--- src/rtl/uart_rx_pkg.sv ---
package uart_rx_pkg;
  localparam int RX_WMAX = 9;

  typedef enum logic [2:0] {
    RX_IDLE,
    RX_START,
    RX_DATA,
    RX_PAR,
    RX_STOP,
    RX_HOLD
  } rx_state_t;

  typedef struct packed {
    logic               nf;
    logic               perr;
    logic               ferr;
    logic [RX_WMAX-1:0] data;
  } rx_entry_t;

  function automatic logic maj3(input logic a, input logic b, input logic c);
    return (a & b) | (a & c) | (b & c);
  endfunction

  function automatic logic disagree3(input logic a, input logic b, input logic c);
    return !((a == b) && (b == c));
  endfunction

  function automatic logic parity_bad(input logic [RX_WMAX-1:0] w, input logic p,
                                      input logic odd);
    return (^w) ^ p ^ odd;
  endfunction
endpackage

--- src/rtl/uart_rx_engine.sv ---
module uart_rx_engine
  import uart_rx_pkg::*;
#(
  parameter int OVS = 16
) (
  input  logic               clk,
  input  logic               rst_n,
  input  logic               tick16,
  input  logic               rxd,
  input  logic               cfg_nine,
  input  logic               cfg_par_en,
  input  logic               cfg_par_odd,
  output logic               done,
  output rx_entry_t          done_entry,
  output logic               idle,
  output logic               brk_wait
);
  localparam int CW = $clog2(OVS);
  localparam int BW = $clog2(RX_WMAX);
  localparam logic [CW-1:0] T_A   = CW'(OVS / 2 - 1);
  localparam logic [CW-1:0] T_B   = CW'(OVS / 2);
  localparam logic [CW-1:0] T_C   = CW'(OVS / 2 + 1);
  localparam logic [CW-1:0] T_END = CW'(OVS - 1);

  rx_state_t          st;
  logic [CW-1:0]      cnt;
  logic [BW-1:0]      bidx;
  logic [RX_WMAX-1:0] sh;
  logic               s_a, s_b, pbit, nacc;
  logic               vote, noisy;
  logic [BW-1:0]      last_bit;

  assign vote     = maj3(s_a, s_b, rxd);
  assign noisy    = disagree3(s_a, s_b, rxd);
  assign last_bit = cfg_nine ? BW'(RX_WMAX - 1) : BW'(RX_WMAX - 2);
  assign idle     = (st == RX_IDLE) || (st == RX_HOLD);
  assign brk_wait = (st == RX_HOLD);

  always_ff @(posedge clk or negedge rst_n) begin
    if (!rst_n) begin
      st         <= RX_IDLE;
      cnt        <= '0;
      bidx       <= '0;
      sh         <= '0;
      s_a        <= 1'b1;
      s_b        <= 1'b1;
      pbit       <= 1'b0;
      nacc       <= 1'b0;
      done       <= 1'b0;
      done_entry <= '0;
    end else begin
      done <= 1'b0;
      if (tick16) begin
        case (st)
          RX_IDLE: begin
            if (!rxd) begin
              st   <= RX_START;
              cnt  <= CW'(1);
              bidx <= '0;
              sh   <= '0;
              nacc <= 1'b0;
            end
          end
          RX_HOLD: begin
            if (rxd) st <= RX_IDLE;
          end
          default: begin
            cnt <= (cnt == T_END) ? '0 : cnt + CW'(1);
            if (cnt == T_A) s_a <= rxd;
            if (cnt == T_B) s_b <= rxd;
            if (cnt == T_C) begin
              nacc <= nacc | noisy;
              case (st)
                RX_START: if (vote) st <= RX_IDLE;
                RX_DATA:  sh[bidx] <= vote;
                RX_PAR:   pbit <= vote;
                RX_STOP: begin
                  done            <= 1'b1;
                  done_entry.data <= sh;
                  done_entry.ferr <= !vote;
                  done_entry.perr <= cfg_par_en && parity_bad(sh, pbit, cfg_par_odd);
                  done_entry.nf   <= nacc | noisy;
                  st              <= vote ? RX_IDLE : RX_HOLD;
                end
                default: ;
              endcase
            end
            if (cnt == T_END) begin
              case (st)
                RX_START: st <= RX_DATA;
                RX_DATA: begin
                  if (bidx == last_bit) st <= cfg_par_en ? RX_PAR : RX_STOP;
                  else bidx <= bidx + BW'(1);
                end
                RX_PAR:  st <= RX_STOP;
                default: ;
              endcase
            end
          end
        endcase
      end
    end
  end
endmodule

--- src/rtl/rx_fifo2.sv ---
module rx_fifo2
  import uart_rx_pkg::*;
(
  input  logic      clk,
  input  logic      rst_n,
  input  logic      wr,
  input  logic      rd,
  input  rx_entry_t din,
  output rx_entry_t head,
  output logic [1:0] count
);
  rx_entry_t slot0, slot1;

  assign head = slot0;

  always_ff @(posedge clk or negedge rst_n) begin
    if (!rst_n) begin
      slot0 <= '0;
      slot1 <= '0;
      count <= 2'd0;
    end else begin
      case ({wr, rd})
        2'b10: begin
          if (count == 2'd0) slot0 <= din;
          else slot1 <= din;
          count <= count + 2'd1;
        end
        2'b01: begin
          slot0 <= slot1;
          count <= count - 2'd1;
        end
        2'b11: begin
          if (count == 2'd1) slot0 <= din;
          else begin
            slot0 <= slot1;
            slot1 <= din;
          end
        end
        default: ;
      endcase
    end
  end
endmodule

--- src/rtl/rx_ovr_ctl.sv ---
module rx_ovr_ctl (
  input  logic clk,
  input  logic rst_n,
  input  logic ovr_evt,
  input  logic stat_rd,
  input  logic data_rd,
  output logic oerr
);
  logic armed;

  always_ff @(posedge clk or negedge rst_n) begin
    if (!rst_n) begin
      oerr  <= 1'b0;
      armed <= 1'b0;
    end else if (ovr_evt) begin
      oerr  <= 1'b1;
      armed <= 1'b0;
    end else if (data_rd && armed) begin
      oerr  <= 1'b0;
      armed <= 1'b0;
    end else if (stat_rd && oerr) begin
      armed <= 1'b1;
    end
  end
endmodule

--- src/rtl/uart_rx_brk.sv ---
module uart_rx_brk
  import uart_rx_pkg::*;
#(
  parameter int OVS = 16
) (
  input  logic               clk,
  input  logic               rst_n,
  input  logic               tick16,
  input  logic               rxd,
  input  logic               cfg_nine,
  input  logic               cfg_par_en,
  input  logic               cfg_par_odd,
  input  logic               rie,
  input  logic               stat_rd,
  input  logic               data_rd,
  output logic [RX_WMAX-1:0] rdata,
  output logic               idle,
  output logic               avail,
  output logic               ferr,
  output logic               perr,
  output logic               nf,
  output logic               oerr,
  output logic               irq
);
  logic       done, push, pop, full, ovr_evt, brk_wait;
  rx_entry_t  done_entry, head;
  logic [1:0] count;

  uart_rx_engine #(.OVS(OVS)) u_eng (
    .clk(clk), .rst_n(rst_n), .tick16(tick16), .rxd(rxd),
    .cfg_nine(cfg_nine), .cfg_par_en(cfg_par_en), .cfg_par_odd(cfg_par_odd),
    .done(done), .done_entry(done_entry), .idle(idle), .brk_wait(brk_wait)
  );

  assign avail   = (count != 2'd0);
  assign full    = (count == 2'd2);
  assign pop     = data_rd && avail;
  assign push    = done && (!full || pop);
  assign ovr_evt = done && full && !pop;

  rx_fifo2 u_fifo (
    .clk(clk), .rst_n(rst_n), .wr(push), .rd(pop), .din(done_entry),
    .head(head), .count(count)
  );

  rx_ovr_ctl u_ovr (
    .clk(clk), .rst_n(rst_n), .ovr_evt(ovr_evt), .stat_rd(stat_rd),
    .data_rd(data_rd), .oerr(oerr)
  );

  assign rdata = avail ? head.data : '0;
  assign ferr  = avail && head.ferr;
  assign perr  = avail && head.perr;
  assign nf    = avail && head.nf;
  assign irq   = rie && (avail || oerr);
endmodule

--- config.mk ---
export PLATFORM = sky130hd
export DESIGN_NAME = uart_rx_brk
export DESIGN_NICKNAME = d
export VERILOG_FILES = /design/src/rtl/uart_rx_pkg.sv /design/src/rtl/uart_rx_engine.sv /design/src/rtl/rx_fifo2.sv /design/src/rtl/rx_ovr_ctl.sv /design/src/rtl/uart_rx_brk.sv
export SDC_FILE = /design/constraint.sdc
export NUM_CORES = 1
export LEC_CHECK = 0
export ABC_CLOCK_PERIOD_IN_PS = 4180
export BUFFER_PORTS_ARGS = -buffer_cell sky130_fd_sc_hd__buf_2
export CAP_MARGIN = 20
export CORE_MARGIN = 4
export CORE_UTILIZATION = 60
export DETAILED_ROUTE_END_ITERATION = 7
export PLACE_DENSITY = 0.9
export REMOVE_ABC_BUFFERS = 1
export SLEW_MARGIN = 20
export SYNTH_ARGS = -nofsm -noshare
export SYNTH_HDL_FRONTEND = slang
export SYNTH_SLANG_ARGS = --single-unit
--- constraint.sdc ---
create_clock -name clk -period 4.18 [get_ports clk]
set_input_delay 0.836 -clock clk [delete_from_list [all_inputs] [get_ports clk]]
set_output_delay 0.836 -clock clk [all_outputs]
set_load 0.05 [all_outputs]
# Yosys cells after proc, flatten, opt, wreduce, memory -nomap -nowiden
# Cells that the tools add are included.
dict set report totals {
  out_inout_bits 16
  ramBits 0
  regBits 65
  latch_bits 0
  n_memories 0
  romBits 0
}
dict set report classes {
  magnitude_cmp 2
  n_addsub 4
  n_mul 0
  n_reduce_logical 44
  shift 0
  div 0
  n_mux 47
  bitwise 10
  eq_ne 23
}
# cell count
set op_table {}
lappend op_table {{12-bit 2-to-1 mux} 4}
lappend op_table {{9-bit 2-to-1 mux} 4}
lappend op_table {{12-bit one-hot mux with 3 select lines} 1}
lappend op_table {{4-bit 2-to-1 mux} 7}
lappend op_table {{3-bit 2-to-1 mux} 8}
lappend op_table {{12-bit one-hot mux with 2 select lines} 1}
lappend op_table {{9-bit one-hot mux with 2 select lines} 1}
lappend op_table {{4-bit one-hot mux with 2 select lines} 2}
lappend op_table {{3-bit AND reduction} 5}
lappend op_table {{2-bit nonzero test} 7}
lappend op_table {{1-bit logical AND} 13}
lappend op_table {{4-bit equality test, second input constant} 3}
lappend op_table {{1-bit 2-to-1 mux} 12}
lappend op_table {{3-bit one-hot mux with 2 select lines} 2}
lappend op_table {{4-bit AND reduction} 3}
lappend op_table {{9-bit bitwise mux} 1}
lappend op_table {{3-bit one-hot mux with 3 select lines} 1}
lappend op_table {{9-bit XOR reduction} 1}
lappend op_table {{4-bit by 1-bit adder with 4-bit output, second input constant} 2}
lappend op_table {{2-bit != test, second input constant} 4}
lappend op_table {{2-bit equality test, second input constant} 3}
lappend op_table {{3-bit by 2-bit equality test with 1-bit output, second input constant} 2}
lappend op_table {{3-bit equality test, second input constant} 2}
lappend op_table {{6-bit AND reduction} 1}
lappend op_table {{other kinds (25)} 40}

# Depth between registers and ports, before layout
# Gate-level depths: netlist of the first run.
dict set report depth {
  depth_word 10
  mapped_depth 9
  mapped_depth_nobuf 7
}

# Hierarchy
# A second synthesis of the first run with hierarchy kept.
dict set report unflattened {
  cells_unflattened 368
  hier_area_um2 3816.2
}
# module cells_each n_inst seq_area_each_um2 area_per_inst_um2
set by_module_without_submodules {}
lappend by_module_without_submodules {uart_rx_engine 224 1 928.4 2177.1}
lappend by_module_without_submodules {rx_fifo2 117 1 650.6 1381.3}
lappend by_module_without_submodules {uart_rx_brk 20 1 0.0 177.7}
lappend by_module_without_submodules {rx_ovr_ctl 7 1 50.0 80.1}

# Worst setup path after synthesis of the first run
# No wires, ideal clock.
dict set report synth_timing {
  path_type {register -> output}
  startpoint {register u_fifo.count[1]}
  endpoint {output irq}
  path_buffers 1
  required_time_ps 3344
  stages_incl_launch_ff 5
  path_slack_ps 1338
  t_arrival_ps 2006
  path_cell_list {dfrtp_1 > inv_1 > ha_1 > clkbuf_1 > a21boi_0}
}
dict set report synth_between {
  elab_chain_len 3
}
# item line_no
set synth_rtl {}
lappend synth_rtl {{start, declared} rx_fifo2.sv:10} ;# output logic [1:0] count
lappend synth_rtl {{start signal, assigned} rx_fifo2.sv:26} ;# count <= count + 2'd1;
lappend synth_rtl {{start signal, assigned} rx_fifo2.sv:30} ;# count <= count - 2'd1;
lappend synth_rtl {{2-bit nonzero test} uart_rx_brk.sv:35} ;# assign avail = (count != 2'd0);
lappend synth_rtl {{1-bit logical OR} uart_rx_brk.sv:55} ;# assign irq = rie && (avail || oerr);
lappend synth_rtl {{1-bit logical AND} uart_rx_brk.sv:55}
lappend synth_rtl {{end, declared} uart_rx_brk.sv:23} ;# output logic irq
# Every way passes these cells.

# Worst setup path in the final report of the first run
# Same ends and word-level chain as after synthesis.

==> impl_metrics.tcl, run 1 <==
set metrics [dict create \
    use_met3_pct 6.32 \
    postCtsSetupRepairBufs 0 \
    drive_above_1_share_pct 18.2 \
    synth_ff_type "dfrtp_1" \
    ant_nets 0 \
    setup_viol 0 \
    synth_edf_count 0 \
    maxSlewViolCount 0 \
    grt_util_met1_pct 25.6 \
    cts-root-buf "clkbuf_8" \
    end_kind "output port" \
    fp.coreArea_um2 5570 \
    vias 2554 \
    crit_family "adder cells" \
    holdBufCountCts 0 \
    finalClockSkew_ns 0.00646 \
    die_h_um 84.1 \
    ir_drop_mv 0.363 \
    place_inst 429 \
    dp_hpwl_um 4500 \
    grt_use_met2_pct 31.3 \
    antenna_found_initial 0 \
    cts_tree "built" \
    path_max_fanout 16 \
    gr-total-overflow 0 \
    timing_worst_setup_path_type "register to output port" \
    insertion_delay_ns 0.34 \
    track_usage_pct 19.8 \
    htreeDepth 3 \
    p_leak_uw 0.00193 \
    ys_types 50 \
    detail_route.wl_per_cell_um 14.4 \
    grt_max_degree 44 \
    cts.sinks 65 \
    rsz0062_at_grt "false" \
    die-area_um2 7070 \
    globalplace.congestion 0.857 \
    fmax_mhz 383 \
    rows 27 \
    ys_warn_count 0 \
    multi_input_area_um2 1740 \
    die_width_um 84.1 \
    start_util_pct 62.3 \
    slowest_delay_ns 0.52 \
    maxCapViolations 0 \
    drt_iter0_drc 139 \
    grt_pass1_vias 2409 \
    worst_r2r_path_depth 5 \
    fin_cells 445 \
    cts_buffers 9 \
    syn-cell-area_um2 3470 \
    async_flop_share_pct 100 \
    clk_pin_slew_ns 0.07 \
    cts_resized 0 \
    fin_util_pct 69.0 \
    cp_cell_sequence "inv_1, ha_1, a21boi_0, buf_2" \
    ys_seq_area_share_pct 46.9 \
    cts_buffer_depth 2 \
    area_growth_pct 10.6 \
    pin_count 26 \
    period_needed_ns 2.61 \
    holdPathStages 2 \
    tns_ns 0 \
    p_per_area_nw_per_um2 509 \
    grt.busiest_layer "met2" \
    avgSynthCellArea_um2 10.1 \
    synth.ff_latch_count 65 \
    hold_viol 0 \
    arrival_ns 1.77 \
    outcome "completed" \
    worst_slew_pin_slew_ns 0.927 \
    cp.depth 4 \
    diodes 0 \
    cp.required_ns 3.34 \
    worst_hold_slack_ns 0.476 \
    hp-class "register to register" \
    via_per_inst 5.74 \
    crit_path_start_kind "register" \
    syn_inst 343 \
    critPathBufInv 2 \
    fin_crit_sh_pct 62.5 \
    crit_path_top_delay_cell "ha_1" \
    drt_first_pass_iters 5 \
    grt_first_pass_wirelength_um 11300 \
    slew_headroom_pct 38.2 \
    fillers 425 \
    totalWireLength_um 6400 \
    seq_area_um2 1630 \
    nets 390 \
    io_buffer_count 25 \
    drc 0 \
]
-- report_power, final --
part,leakage [uW],switching (uW),internal [uW],total [uW]
logic,0.000957,388,225,612
registers,0.000879,98.5,706,805
clock network,0.0000949,246,292,538
total,0.00193,732,1220,1960
-- Yosys cell counts, drive strengths merged, types with 2 or more instances --
library cell,count,share of area (%)
dfrtp,63,45
nand2,51,5.5
o21ai,35,5.0
nor2b,18,3.2
a21oi,17,2.4
mux2,15,4.9
mux2i,14,4.0
ha,12,4.3
nor2,12,1.3
inv,11,1.2
xnor2,10,2.5
clkbuf,9,0.97
a21bo,7,2.0
nand3,7,1.0
nor3,5,1.0
a21boi,4,0.86
a21o,4,0.86
buf,4,0.90
nand3b,3,0.65
nand4b,3,0.76
nor4b,3,1.6
o31ai,3,0.65
xor2,3,0.76
a22o,2,0.50
a22oi,2,0.43
and3,2,0.36
and3b,2,0.50
dfstp,2,1.5
nand4,2,0.36
o211ai,2,0.43
o21a,2,0.43
o41ai,2,0.72
-- kinds of logic after synthesis --
group / synth area share [%]
AOI/OAI and AO/OA: 16.0
adders and majority gates: 4.32
and+or+nand+nor: 17.5
xor gates and xnor gates: 3.28
muxes: 8.89
DFF: 46.9
buffers and inverters: 3.17
-- metal layers --
metal / routed length, um / share of wire, %
met5: 0 / 0
met1: 2910 / 45
met2: 3030 / 47
met4: 98 / 1.5
met3: 363 / 5.7
-- per-stage QoR --
step / setup WS (ns) / area (um2) / power [uW]
detailed placement: 1.53 / 3640 / 1420
global placement: 1.61 / 3640 / 1400
CTS: 1.55 / 3840 / 1970
floorplan: 1.17 / 3410 / 1270
global route: 1.38 / 3840 / 2090
finish: 1.57 / 3840 / 1960
-- area by class of cell --
class	count	share of cell area, %
tap	72	2.34
clock inverter	6	1.73
inverter	12	1.17
sequential	65	42.4
timing repair buffer	27	3.65
multi-input combinational	253	45.1
clock buffer	10	3.58
-- sequential cells by signal, indices dropped and copies added, names as in the netlist --
signal,flops
u_fifo.slot1,12
u_eng.sh,9
u_fifo.head,12
u_eng.cnt,4
u_eng.done,1
u_eng.done_entry,12
u_fifo.count,2
u_eng.bidx,4
u_ovr.oerr,1
u_eng.s_b,1
u_ovr.armed,1
u_eng.pbit,1
u_eng.nacc,1
u_eng.s_a,1
u_eng.st,3
-- cell usage in the layout (no fill, tap or decap), drive strengths merged, types with 4 or more instances in the layout --
cell type / count
a21bo: 7
a21boi: 4
a21o: 4
a21oi: 17
buf: 27
clkbuf: 10
dfrtp: 63
ha: 12
inv: 12
mux2: 15
mux2i: 14
nand2: 51
nand3: 7
nor2: 12
nor2b: 18
nor3: 5
o21ai: 35
xnor2: 10
-- worst paths after layout --
| path | slack (ns) | startpoint | endpoint |
|---|---|---|---|
| worst max-delay path | 1.57 | u_fifo.count[1]$_DFFE_PN0P_ | irq |
| worst min-delay path | 0.48 | u_fifo.head[2]$_DFFE_PN0P_ | u_fifo.head[2]$_DFFE_PN0P_ |
| worst max register to register | 1.67 | u_eng.st[1]$_DFFE_PN0P_ | u_eng.sh[1]$_DFFE_PN0P_ |
| worst min register to register | 0.48 | u_fifo.head[2]$_DFFE_PN0P_ | u_fifo.head[2]$_DFFE_PN0P_ |
| max in group asynchronous | 2.71 | rst_n | u_eng.done_entry[1]$_DFFE_PN0P_ |
| min in group asynchronous | 0.64 | rst_n | u_fifo.count[0]$_DFFE_PN0P_ |
-- worst min-delay path, delay by kind of cell, from the launching register on --
family | cells | cell delay [ns]
AND/OR/NAND/NOR | 1 | 0.04
AO/OA/AOI/OAI | 1 | 0.06
flip-flops | 1 | 0.34
No activity file was read; power rests on OpenSTA's default activity.
==> inputs of run 2 (changes only) <==
--- a/config.mk
+++ b/config.mk
@@ -5,13 +5,14 @@
 export SDC_FILE = /design/constraint.sdc
 export NUM_CORES = 1
 export LEC_CHECK = 0
-export ABC_CLOCK_PERIOD_IN_PS = 4180
+export ABC_AREA = 1
+export ABC_CLOCK_PERIOD_IN_PS = 2220
 export BUFFER_PORTS_ARGS = -buffer_cell sky130_fd_sc_hd__buf_2
 export CAP_MARGIN = 20
 export CORE_MARGIN = 4
-export CORE_UTILIZATION = 60
+export CORE_UTILIZATION = 54
 export DETAILED_ROUTE_END_ITERATION = 7
-export PLACE_DENSITY = 0.9
+export PLACE_DENSITY = 0.86
 export REMOVE_ABC_BUFFERS = 1
 export SLEW_MARGIN = 20
 export SYNTH_ARGS = -nofsm -noshare
==> constraint.sdc (replaced) <==
create_clock -name clk -period 2.22 [get_ports clk]
set_input_delay 0.444 -clock clk [delete_from_list [all_inputs] [get_ports clk]]
set_output_delay 0.444 -clock clk [all_outputs]
set_load 0.05 [all_outputs]
==> run 2 against run 1 <==
- final cell count up 27%
- largest power group is now combinational cells
- largest cell class is now flip-flops and latches
- clock-buffer cell count down 1
- hold slack worse by 0.45 ns
- utilization down 6.5 points
- flip-flop and latch count unchanged
- combinational power rose to 3.6 times the previous value
- global-route usage down 0.66 points
- area after synthesis up 2.3%
- cell area up 3.8%
==> impl_metrics.tcl, run 2 <==
set metrics [dict create \
    outcome "completed" \
    area_growth_pct 12.3 \
    globalplace.congestion 0.868 \
    endpoint "irq" \
    gr-total-overflow 0 \
    cts-root-buf "clkbuf_8" \
    final_cell_mix "nand2_1, inv_1, dfrtp_1" \
    slew_headroom_pct 66.3 \
    r2r-start "u_fifo.count[0]$_DFFE_PN0P_" \
    cts_buffer_depth 2 \
    ys_top_cells_by_area "dfrtp_1, nand2_1, inv_1" \
    cts_tree "built" \
    drc 0 \
    end_kind "output port" \
    io_buffer_count 25 \
    finalPower_uw 4860 \
    async_flop_share_pct 100 \
    fin_crit_sh_pct 95.9 \
    setup_slack_ns 0.0917 \
    totalWireLength_um 6750 \
    reg2reg_to "u_fifo.head[9]$_DFFE_PN0P_" \
    p_per_area_nw_per_um2 1220 \
    avgSynthCellArea_um2 7.95 \
    holdBufCountCts 0 \
    period_needed_ns 2.13 \
    worst_r2r_path_depth 10 \
    grt_pass1_vias 2710 \
    die_width_um 89.1 \
    detail_route.wl_per_cell_um 12.0 \
    nets 504 \
    place_ws_ns 0.390 \
    maxSlewViolCount 0 \
    finalClockSkew_ns 0.00702 \
    syn_inst 447 \
    placed_cell_area_um2 3780 \
    ir_drop_mv 0.712 \
    syn-cell-area_um2 3550 \
    pin_count 26 \
    fp.coreArea_um2 6390 \
    post-synth-top-count-cell "nand2_1" \
    crit_path_start_kind "register" \
    synthTopCellsByCount "nand2_1, inv_1, dfrtp_1" \
    rsz0062_at_grt "false" \
    ys_types 37 \
    grt_max_degree 26 \
    ys_seq_area_share_pct 45.8 \
    rrSetupSlack_ns 0.47 \
    htreeDepth 3 \
    crit_start "u_fifo.count[0]$_DFFE_PN0P_" \
    maxCapViolations 0 \
    synth_ff_type "dfrtp_1" \
    dp_hpwl_um 5070 \
    hp-class "primary input to async pin" \
    cp.required_ns 1.78 \
    ant_nets 0 \
    worst_hold_slack_ns 0.0304 \
    final_common_cell "nand2_1" \
    die_h_um 89.1 \
    rows 29 \
    diodes 0 \
    synth.ff_latch_count 65 \
    vias 2894 \
    synth_edf_count 0 \
    die-area_um2 7940 \
    cts.sinks 65 \
    insertion_delay_ns 0.34 \
    yosysTopAreaCell "dfrtp_1" \
    synth_top_area_share_pct 44.4 \
    p_leak_uw 0.00199 \
    fillers 555 \
    arrival_ns 1.68 \
    drt_first_pass_iters 4 \
    fin_area_um2 3990 \
    drt_iter0_drc 153 \
    fmax_mhz 470 \
    grt_first_pass_wirelength_um 11800 \
    drive_above_1_share_pct 17.5 \
    timing_worst_setup_path_type "register to output port" \
    antenna_found_initial 0 \
    hold_viol 0 \
    ys_warn_count 0 \
    worst_slew_pin_slew_ns 0.501 \
    via_per_inst 5.13 \
    start_util_pct 55.6 \
    clk_pin_slew_ns 0.07 \
    track_usage_pct 19.1 \
    path_max_fanout 12 \
    tns_ns 0 \
    cts_buffers 9 \
    setup_viol 0 \
]
run 2: metal layers:
metal  GRT usage, %  share of wire, %
met1           23.8                44
met2           31.9                49
met4           6.77               1.1
met5              0                 0
met3           5.44               5.3
run 2: how the worst min path moves through the flow:
| stage | startpoint | endpoint | slack [ns] |
|---|---|---|---|
| floorplan | rst_n | u_eng.bidx[0]$_DFFE_PN0P_ | 0.15 |
| global placement | rst_n | u_fifo.head[0]$_DFFE_PN0P_ | 0.40 |
| detailed placement | rst_n | u_fifo.head[1]$_DFFE_PN0P_ | 0.41 |
| CTS | rst_n | u_fifo.head[1]$_DFFE_PN0P_ | 0.03 |
| global route | rst_n | u_fifo.head[3]$_DFFE_PN0P_ | 0.05 |
| finish | rst_n | u_fifo.head[1]$_DFFE_PN0P_ | 0.03 |
run 2: timing repair:
item	4_1_cts	5_1_grt
gates resized for setup	0	1
setup buffers	0	2
setup endpoints to repair	0	1
run 2: through the flow:
| step | instances | utilization, % |
|---|---|---|
| after global routing | 564 | 62.5 |
| after detailed placement | 546 | 59.2 |
| after global placement | 546 | 59.2 |
| after CTS | 562 | 62.2 |
| after floorplan | 437 | - |
| final | 564 | 62.5 |
run 2: logic make-up after synthesis:
kind of cell / Yosys count / synth area share (%)
xor gates and xnor gates: 11 / 2.71
DFF: 65 / 45.8
and+or+nand+nor: 179 / 22.4
buffers and inverters: 88 / 9.68
adders and majority gates: 12 / 4.23
AOI/OAI and AO/OA: 92 / 15.1
run 2: critical path, stage by stage (launching register included):
cell and delay (ns):
dfrtp_1 0.36, inv_1 0.08, ha_1 0.25, buf_4 0.19, a21boi_0 0.17, buf_2 0.28
run 2: final cells by class:
| class | count | area (um2) | area share [%] |
|---|---|---|---|
| sequential | 65 | 1630 | 40.8 |
| clock inverter | 7 | 71.3 | 1.79 |
| inverter | 78 | 295 | 7.40 |
| tap | 77 | 96.3 | 2.41 |
| multi-input combinational | 294 | 1580 | 39.6 |
| clock buffer | 9 | 124 | 3.10 |
| timing repair buffer | 34 | 195 | 4.89 |
run 2: power by group:
part	switching, uW	total, uW	internal, uW
Clock	463	978	515
Sequential	183	1660	1480
Combinational	1580	2220	641
Total	2220	4860	2630
